$ cat config.mk
export PLATFORM = sky130hd
export DESIGN_NAME = hazard_ctrl
export DESIGN_NICKNAME = d
export VERILOG_FILES = /design/src/rtl/hazard_pkg.sv /design/src/rtl/fwd_pick.sv /design/src/rtl/load_use_detect.sv /design/src/rtl/store_fwd_track.sv /design/src/rtl/hazard_ctrl.sv
export SDC_FILE = /design/constraint.sdc
export NUM_CORES = 1
export LEC_CHECK = 0
export BUFFER_PORTS_ARGS = -buffer_cell sky130_fd_sc_hd__buf_4
export CAP_MARGIN = 15
export CORE_UTILIZATION = 36
export CTS_BUF_LIST = sky130_fd_sc_hd__clkbuf_8
export DETAILED_ROUTE_END_ITERATION = 7
export GPL_ROUTABILITY_DRIVEN = 1
export HOLD_SLACK_MARGIN = 0.08
export PLACE_DENSITY = 0.81
export REMOVE_ABC_BUFFERS = 1
export SYNTH_ARGS = -nofsm -noshare
export SYNTH_HDL_FRONTEND = slang
export SYNTH_SLANG_ARGS = --single-unit
export TNS_END_PERCENT = 1
$ cat constraint.sdc
create_clock -name clk_i -period 1.5 [get_ports clk_i]
set_input_delay 0.15 -clock clk_i [delete_from_list [all_inputs] [get_ports clk_i]]
set_output_delay 0.15 -clock clk_i [all_outputs]
set_load 0.01 [all_outputs]
$ cat src/rtl/hazard_pkg.sv
package hazard_pkg;
  typedef enum logic [1:0] {
    SRC_RF  = 2'b00,
    SRC_MEM = 2'b01,
    SRC_WB  = 2'b10
  } src_sel_e;

  localparam int unsigned NUM_OPERANDS = 2;
endpackage

$ cat src/rtl/fwd_pick.sv
module fwd_pick
  import hazard_pkg::*;
#(
  parameter int unsigned AW = 5
) (
  input  logic          en_i,
  input  logic [AW-1:0] rs_i,
  input  logic [AW-1:0] mem_rd_i,
  input  logic          mem_we_i,
  input  logic          mem_load_i,
  input  logic [AW-1:0] wb_rd_i,
  input  logic          wb_we_i,
  output logic [1:0]    sel_o
);
  logic mem_hit, wb_hit;

  // Load data is not ready at the end of EX/MEM; it is served from MEM/WB.
  assign mem_hit = mem_we_i && !mem_load_i && (mem_rd_i != '0) && (mem_rd_i == rs_i);
  assign wb_hit  = wb_we_i && (wb_rd_i != '0) && (wb_rd_i == rs_i);

  always_comb begin
    sel_o = SRC_RF;
    if (en_i) begin
      if (mem_hit)     sel_o = SRC_MEM;
      else if (wb_hit) sel_o = SRC_WB;
    end
  end
endmodule

$ cat src/rtl/load_use_detect.sv
module load_use_detect #(
  parameter int unsigned AW = 5
) (
  input  logic          clk_i,
  input  logic          rst_ni,
  input  logic [AW-1:0] id_rs1_i,
  input  logic [AW-1:0] id_rs2_i,
  input  logic          id_is_store_i,
  input  logic [AW-1:0] ex_rd_i,
  input  logic          ex_we_i,
  input  logic          ex_load_i,
  output logic          stall_o
);
  logic producer_ok, hit1, hit2, hazard, stall_q;

  assign producer_ok = ex_load_i && ex_we_i && (ex_rd_i != '0);
  assign hit1 = producer_ok && (id_rs1_i == ex_rd_i);
  assign hit2 = producer_ok && (id_rs2_i == ex_rd_i);

  // Store data path is covered by the late store-data bypass.
  assign hazard = hit1 || (hit2 && !id_is_store_i);

  // One bubble always suffices: after it the load sits in MEM.
  assign stall_o = rst_ni && hazard && !stall_q;

  always_ff @(posedge clk_i or negedge rst_ni) begin
    if (!rst_ni) stall_q <= 1'b0;
    else         stall_q <= stall_o;
  end
endmodule

$ cat src/rtl/store_fwd_track.sv
module store_fwd_track #(
  parameter int unsigned AW = 5
) (
  input  logic          clk_i,
  input  logic          rst_ni,
  input  logic          ex_is_store_i,
  input  logic [AW-1:0] ex_rs2_i,
  input  logic [AW-1:0] mem_rd_i,
  input  logic          mem_we_i,
  input  logic          mem_load_i,
  output logic          st_fwd_o
);
  logic arm, st_fwd_q;

  assign arm = ex_is_store_i && mem_load_i && mem_we_i &&
               (mem_rd_i != '0) && (mem_rd_i == ex_rs2_i);

  always_ff @(posedge clk_i or negedge rst_ni) begin
    if (!rst_ni) st_fwd_q <= 1'b0;
    else         st_fwd_q <= arm;
  end

  assign st_fwd_o = st_fwd_q;
endmodule

$ cat src/rtl/hazard_ctrl.sv
module hazard_ctrl
  import hazard_pkg::*;
#(
  parameter int unsigned AW = 5
) (
  input  logic          clk_i,
  input  logic          rst_ni,
  input  logic [AW-1:0] id_rs1_i,
  input  logic [AW-1:0] id_rs2_i,
  input  logic          id_is_store_i,
  input  logic [AW-1:0] ex_rs1_i,
  input  logic [AW-1:0] ex_rs2_i,
  input  logic          ex_is_store_i,
  input  logic [AW-1:0] ex_rd_i,
  input  logic          ex_we_i,
  input  logic          ex_load_i,
  input  logic [AW-1:0] mem_rd_i,
  input  logic          mem_we_i,
  input  logic          mem_load_i,
  input  logic [AW-1:0] wb_rd_i,
  input  logic          wb_we_i,
  output logic [1:0]    fwd_a_o,
  output logic [1:0]    fwd_b_o,
  output logic          st_fwd_o,
  output logic          stall_o,
  output logic          bubble_o
);
  logic [AW-1:0] ex_rs  [NUM_OPERANDS];
  logic [1:0]    ex_sel [NUM_OPERANDS];

  assign ex_rs[0] = ex_rs1_i;
  assign ex_rs[1] = ex_rs2_i;

  for (genvar g = 0; g < NUM_OPERANDS; g++) begin : g_opnd
    fwd_pick #(.AW(AW)) u_pick (
      .en_i      (rst_ni),
      .rs_i      (ex_rs[g]),
      .mem_rd_i  (mem_rd_i),
      .mem_we_i  (mem_we_i),
      .mem_load_i(mem_load_i),
      .wb_rd_i   (wb_rd_i),
      .wb_we_i   (wb_we_i),
      .sel_o     (ex_sel[g])
    );
  end

  assign fwd_a_o = ex_sel[0];
  assign fwd_b_o = ex_sel[1];

  load_use_detect #(.AW(AW)) u_lud (
    .clk_i        (clk_i),
    .rst_ni       (rst_ni),
    .id_rs1_i     (id_rs1_i),
    .id_rs2_i     (id_rs2_i),
    .id_is_store_i(id_is_store_i),
    .ex_rd_i      (ex_rd_i),
    .ex_we_i      (ex_we_i),
    .ex_load_i    (ex_load_i),
    .stall_o      (stall_o)
  );

  assign bubble_o = stall_o;

  store_fwd_track #(.AW(AW)) u_sft (
    .clk_i        (clk_i),
    .rst_ni       (rst_ni),
    .ex_is_store_i(ex_is_store_i),
    .ex_rs2_i     (ex_rs2_i),
    .mem_rd_i     (mem_rd_i),
    .mem_we_i     (mem_we_i),
    .mem_load_i   (mem_load_i),
    .st_fwd_o     (st_fwd_o)
  );
endmodule

# [After elaboration in Yosys (flattened, before gate mapping)]
# Index checks and enable logic that the tools add are counted.
[totals] reg_bits=2 latch_bits=0 ramBits=0 rom_bits=0 inputBits=44 output_inout_bits=7 n_memories=0
[classes] n_addsub=0 n_mul=0 div=0 n_lt_le_gt_ge=0 n_eq_ne=6 n_shift=0 n_mux=6 bitwise_logic=0 reduce_logical=25
[op_table] cell="$eq 5x5->1" count=6
[op_table] cell="$logic_and 1x1->1" count=18
[op_table] cell="$reduce_bool 5->1" count=3
[op_table] cell="$mux 2" count=6
[op_table] cell="$logic_not 1->1" count=3
[op_table] cell="$logic_or 1x1->1" count=1

# [Depth between registers and ports, before layout]
# Gate-level depths: netlist (run 1).
[depth] ltp_word=7 mapped_depth=5

# [Modules after synthesis]
# Synthesis (run 1) repeated with hierarchy kept, for this count alone.
[hier_totals] cells_unflattened=73 area_unflattened_um2=585.6
[modules_own_cells] module="fwd_pick" instances=2 cells_per_inst=21 area_each_um2=156.4 seq_area_each_um2=0.0
[modules_own_cells] module="load_use_detect" instances=1 cells_per_inst=19 area_each_um2=167.7 seq_area_each_um2=25.0
[modules_own_cells] module="store_fwd_track" instances=1 cells_per_inst=11 area_each_um2=97.6 seq_area_each_um2=25.0
[modules_own_cells] module="hazard_ctrl" instances=1 cells_per_inst=1 area_each_um2=7.5 seq_area_each_um2=0.0

# [Worst setup path after synthesis (run 1)]
# No wires, ideal clock.
[synth_timing] kind="input-to-output" startpoint="in ex_rd_i[0]" endpoint="out stall_o" arrival_time_ns=1.430 path_slack_ns=-0.080 cell_stages=5 path_buffers=1 cell_sequence="xnor2_1 nand4_1 or3_1 a221oi_1 buf_4"
[synth_between] elab_chain_cells=7 elab_cells_between_ends=10
[synth_rtl] element="from (decl)" line_no="hazard_ctrl.sv:14" text="input logic [AW-1:0] ex_rd_i,"
[synth_rtl] element="$reduce_bool 5->1" line_no="load_use_detect.sv:16" text="assign producer_ok = ex_load_i && ex_we_i && (ex_rd_i != '0);"
[synth_rtl] element="$logic_and 1x1->1" line_no="load_use_detect.sv:16"
[synth_rtl] element="$logic_and 1x1->1" line_no="load_use_detect.sv:18" text="assign hit2 = producer_ok && (id_rs2_i == ex_rd_i);"
[synth_rtl] element="$logic_and 1x1->1" line_no="load_use_detect.sv:21" text="assign hazard = hit1 || (hit2 && !id_is_store_i);"
[synth_rtl] element="$logic_or 1x1->1 *" line_no="load_use_detect.sv:21"
[synth_rtl] element="$logic_and 1x1->1 * (2 in series)" line_no="load_use_detect.sv:24" text="assign stall_o = rst_ni && hazard && !stall_q;"
[synth_rtl] element="to (decl)" line_no="hazard_ctrl.sv:25" text="output logic stall_o,"
# Every way passes the cells marked *; elsewhere a longest branch is shown, timed or not.

# [Worst setup path after layout (run 1)]
[layout_timing] startpoint="in wb_rd_i[4]" endpoint="out fwd_a_o[1]"
[layout_between] elab_chain_cells=6 elab_cells_between_ends=7
[layout_rtl] element="from (decl)" line_no="hazard_ctrl.sv:20" text="input logic [AW-1:0] wb_rd_i,"
[layout_rtl] element="$reduce_bool 5->1" line_no="fwd_pick.sv:19" text="assign wb_hit = wb_we_i && (wb_rd_i != '0) && (wb_rd_i == rs_i);"
[layout_rtl] element="$logic_and 1x1->1" line_no="fwd_pick.sv:19"
[layout_rtl] element="$logic_and 1x1->1 *" line_no="fwd_pick.sv:19"
[layout_rtl] element="$mux 2 *" line_no="fwd_pick.sv:25" text="else if (wb_hit) sel_o = SRC_WB;"
[layout_rtl] element="$mux 2 *" line_no="fwd_pick.sv:24" text="if (mem_hit) sel_o = SRC_MEM;"
[layout_rtl] element="$mux 2 *" line_no="fwd_pick.sv:23" text="if (en_i) begin"
[layout_rtl] element="to (decl)" line_no="hazard_ctrl.sv:22" text="output logic [1:0] fwd_a_o,"
# Marked as above.

==> results.txt, run 1 <==
total track usage: 0.273
Layout Nets: 168
Post-Layout Cell Count: 137
H-tree depth: 1
Worst Max-Slew Pin Slew: 330 ps
initial antenna violation count: 0
final hold vios: 0
I/O Pins: 51
clock-pin slew on the worst setup and hold paths: 30 ps
Max clock buf depth: 2
final setup fails: 5
min Tclk post-route: 1560 ps
top post-synthesis cells by area: xor2_1 (31%), xnor2_1 (21%), dfrtp_1 (9.9%)
Initial DRT Pass Iterations: 2
Reg2Reg Depth: 3
Antenna diodes: 0
Leak Pwr: 0.540 nW
type of origin of the critical path: input pin
HP Class: input pin to flop
EDFF count, synth: 0
crit path DAT: 1410 ps
total of max-cap violations: 0
Starting Density: 0.389
Final Skew: 0 ps
Overall Power: 0.546 mW
cell with the most instances after synthesis: xor2_1
total gr overflow: 0
Peak VDD IR: 0.000398 V
RSZ-0062 raised after global routing: yes
largest net degree at the start of global routing: 5
R2R setup slack: 560 ps
number of CTS-inserted buffers: 3
met2 wire length: 1.13 mm
slew margin rel.: 0.779
Seq. cell area: 50.0 um^2
Syn. warnings: 0
P per Cell Area: 462 nW/um^2
Reg-to-Reg Start: u_lud.stall_q
num rows: 13
CTS root buffer: clkbuf_8
DRC viols: 0
Initial DRC Count: 1
post-route ant nets: 0
die width: 39.5 um
CP Capture Point: fwd_a_o[1]
fin util: 0.908
Yosys top cell by area: xor2_1
Synth Cell Area: 507 um^2
dpl cells: 133
Crit. End Element: output pin
syn avg cell area: 8.59 um^2
routability-driven placement congestion ratio: 0.749
Post-Syn Instances: 59
Area after DPL: 968 um^2
worst r2r dst: u_lud.stall_q
Post-synth top cells: xor2_1 (18), xnor2_1 (12), nand3_1 (3), or4_1 (3)
Area growth syn-to-layout: 133%
sequential fraction of the synthesis area: 0.0988
Tcrit/Tclk final: 1.04
Fillers: 52
Post-Layout Inst Area: 1180 um^2
failing checks: setup timing
Worst EP required: 1350 ps
Via density: 5.31
final setup margin: -61.5 ps
Synth cell types: 21
max-slew violations: 0
Synth Flop Type: dfrtp_1
Via Count: 728
global-route wire length before repair: 2.79 mm
status: complete, but fails checks
max layer used: met4
met1 WL: 615 um
DRT Wirelength: 2.04 mm
Routed met3 length: 221 um
Setup Fix Bufs, Post-CTS: 0
critical path fanouts, max: 3
flops & latches, synth: 2
hold_sp: ex_is_store_i
FMAX: 0.640 GHz
port bufs: 50
Die ar.: 1560 um^2
DIE HEIGHT: 39.5 um
post-placement worst setup slack: -123 ps
clk_lat worst skew: 210 ps
crit path from: wb_rd_i[4]
Routed wire per std cell: 14.9 um
TritonCTS clock tree: yes
asr flop ratio synth: 1.00
DP HPWL: 1.40 mm
layout cell share with drive strength beyond 1: 0.631
vias in the first global route: 726
critical path class: input pin to output pin
area of the core: 1300 um^2
# clock sinks: 2
Synth top area share: 0.311
multi-input logic area: 532 um^2
state kept, by name (all words and copies together) (netlist names):
register	flops
u_sft.st_fwd_o	1
u_lud.stall_q	1
repair_timing:
| action | 4_1_cts | 5_1_grt |
|---|---|---|
| pin swaps | 21 | 9 |
| hold endpoints to repair | 2 | 0 |
| setup endpoints to repair | 5 | 6 |
| hold buffers | 1 | 0 |
| resized for setup | 27 | 7 |
logic make-up after synthesis:
family                 share of synthesized area
AO/OA/AOI/OAI                             0.0667
XOR/XNOR                                   0.519
flip-flops                                0.0988
AND/OR/NAND/NOR                            0.301
buffers and inverters                     0.0148
worst max-delay path: stages:
cell and delay, ps:
buf_8 100, xor2_1 160, or4_1 530, nor4_2 300, buf_4 160
worst min-delay path by stage:
stage | cells past startpoint | to | slack [ps]
5_1_grt | 3 | u_sft.st_fwd_o | 190
6_report | 3 | u_sft.st_fwd_o | 200
4_1_cts | 3 | u_sft.st_fwd_o | 190
3_5_place_dp | 2 | u_sft.st_fwd_o | 50
3_3_place_gp | 2 | u_sft.st_fwd_o | 50
2_1_floorplan | 0 | u_lud.stall_q | -150
placed cells by master (no fill, tap or decap), types with 2 or more instances in the layout:
cell / n
xnor2_1: 8
nor4_4: 2
xor2_1: 18
or4_1: 3
buf_6: 15
buf_4: 42
dfrtp_1: 2
buf_8: 3
nand3_1: 3
xnor2_2: 4
nor4_2: 2
nor3_1: 2
and2_4: 2
nor2_1: 2
clkbuf_8: 3
through the flow:
stage	hold slack, ps	setup TNS, ps
3_3_place_gp	48.3	-429
3_5_place_dp	46.7	-409
5_1_grt	194	-528
2_1_floorplan	-146	-97.8
4_1_cts	193	-100
6_report	197	-223
metal layers:
layer,track usage,vias up
met4,0.233,0
met1,0.214,326
met5,0,-
met3,0.0682,10
li1,-,339
met2,0.533,53
power breakdown:
part	leakage (nW)	internal, mW	switching (mW)	total [mW]
combinational	0.490	0.168	0.112	0.279
clock	0.0216	0.170	0.0419	0.212
sequential	0.0279	0.0548	0.0000639	0.0548
total	0.540	0.392	0.154	0.546
cell type report:
| cell class | instances | share of cell area |
|---|---|---|
| Timing Repair Buffer | 61 | 0.457 |
| Multi-Input combinational cell | 56 | 0.450 |
| Sequential cell | 2 | 0.0424 |
| Clock buffer | 3 | 0.0350 |
| Tap cell | 15 | 0.0159 |
Note: power is estimated with default switching activity, not from simulation.
==> inputs of run 2 (changes only) <==
--- a/config.mk
+++ b/config.mk
@@ -7,12 +7,12 @@
 export LEC_CHECK = 0
 export BUFFER_PORTS_ARGS = -buffer_cell sky130_fd_sc_hd__buf_4
 export CAP_MARGIN = 15
-export CORE_UTILIZATION = 36
+export CORE_UTILIZATION = 30
 export CTS_BUF_LIST = sky130_fd_sc_hd__clkbuf_8
 export DETAILED_ROUTE_END_ITERATION = 7
 export GPL_ROUTABILITY_DRIVEN = 1
 export HOLD_SLACK_MARGIN = 0.08
-export PLACE_DENSITY = 0.81
+export PLACE_DENSITY = 0.69
 export REMOVE_ABC_BUFFERS = 1
 export SYNTH_ARGS = -nofsm -noshare
 export SYNTH_HDL_FRONTEND = slang
==> results.txt, run 2 (synthesis gave the netlist of run 1 again) <==
failing checks: setup timing
Antenna diodes: 0
most frequent cells in the layout: buf_4 (49), xor2_1 (18), buf_6 (13), xnor2_1 (8)
Crit. End Element: output pin
post-route ant nets: 0
RSZ-0062 raised after global routing: yes
clk_lat worst skew: 200 ps
Overall Power: 0.534 mW
H-tree depth: 1
CTS root buffer: clkbuf_8
Post-Layout Inst Area: 1180 um^2
routability-driven placement congestion ratio: 0.790
Area after DPL: 985 um^2
Worst EP required: 1350 ps
total track usage: 0.187
# clock sinks: 2
min Tclk post-route: 1590 ps
WHS Path Cells: 3
final hold vios: 0
Starting Density: 0.329
Max clock buf depth: 2
Reg2Reg Depth: 4
HP Class: input pin to flop
Tcrit/Tclk final: 1.06
initial antenna violation count: 0
Layout Nets: 171
DIE HEIGHT: 43.1 um
vias in the first global route: 681
type of origin of the critical path: input pin
DP HPWL: 1.46 mm
DRC viols: 0
total gr overflow: 0
P per Cell Area: 451 nW/um^2
TritonCTS clock tree: yes
Initial DRC Count: 3
critical path class: input pin to output pin
Via density: 5.00
die width: 43.1 um
Peak VDD IR: 0.000518 V
Fillers: 108
number of CTS-inserted buffers: 3
Area growth syn-to-layout: 134%
slew margin rel.: 0.798
I/O Pins: 51
critical path fanouts, max: 3
Via Count: 705
final setup margin: -92.7 ps
num rows: 14
Worst Max-Slew Pin Slew: 300 ps
max-slew violations: 0
clock-pin slew on the worst setup and hold paths: 30 ps
Initial DRT Pass Iterations: 2
global-route wire length before repair: 2.72 mm
Final TNS setup: -339 ps
Die ar.: 1860 um^2
crit path DAT: 1440 ps
final setup fails: 6
Routed wire per std cell: 13.7 um
status: complete, but fails checks
total of max-cap violations: 0
area of the core: 1540 um^2
port bufs: 50
FMAX: 0.628 GHz
commonest non-fill, non-tap cell in the layout: buf_4
DRT Wirelength: 1.93 mm
layout cell share with drive strength beyond 1: 0.640
Final Skew: 0 ps
Leak Pwr: 0.546 nW
largest net degree at the start of global routing: 5
[run 2: area by class of cell]
type,count,area (um^2),share of cell area
clock buffer,3,41.3,0.0349
sequential,2,50.0,0.0423
tap,16,20.0,0.0169
multi-input combinational,56,533,0.450
timing repair buffer,64,539,0.456
[run 2: timing repair]
action                     4_1_cts  5_1_grt
hold endpoints to repair         2        0
setup endpoints to repair        6        6
gates resized for setup         23        4
pin swaps                       14        5
buffers inserted                 1        0
hold buffers                     1        0
[run 2: critical path, stage by stage]
cell,delay (ps)
buf_6,100
xnor2_2,160
nand4_1,140
or3_4,390
a221oi_2,240
buf_4,160
buf_6,90
[run 2: path summary, 6_finish.rpt]
path	endpoint	slack [ps]	start
min reg2reg	u_lud.stall_q	760	u_lud.stall_q
max	stall_o	-90	id_rs2_i[0]
max reg2reg	u_lud.stall_q	480	u_lud.stall_q
min	u_sft.st_fwd_o	200	ex_is_store_i
max in group asynchronous	u_lud.stall_q	980	rst_ni
min in group asynchronous	u_sft.st_fwd_o	390	rst_ni
[run 2: power breakdown]
part,leakage (nW),total (mW),switching (mW),internal [mW]
clock network,0.0216,0.207,0.0376,0.169
registers,0.0279,0.0548,0.0000628,0.0548
logic,0.496,0.273,0.106,0.167
total,0.546,0.534,0.144,0.391
[run 2: metrics by stage]
stage          std cells  hold slack (ps)  setup WS [ps]  utilization
2_1_floorplan         58             -146          -61.8            -
3_3_place_gp         136             50.1           -120        0.639
3_5_place_dp         136             51.6           -189        0.639
4_1_cts              141              192          -85.5        0.750
5_1_grt              141              209           -187        0.768
6_report             141              198          -92.7        0.768
[run 2: routing by layer]
metal / GRT usage / share of wire
met5: 0 / 0
met1: 0.187 / 0.35
met2: 0.364 / 0.54
met4: 0.0485 / 0.012
met3: 0.0553 / 0.10
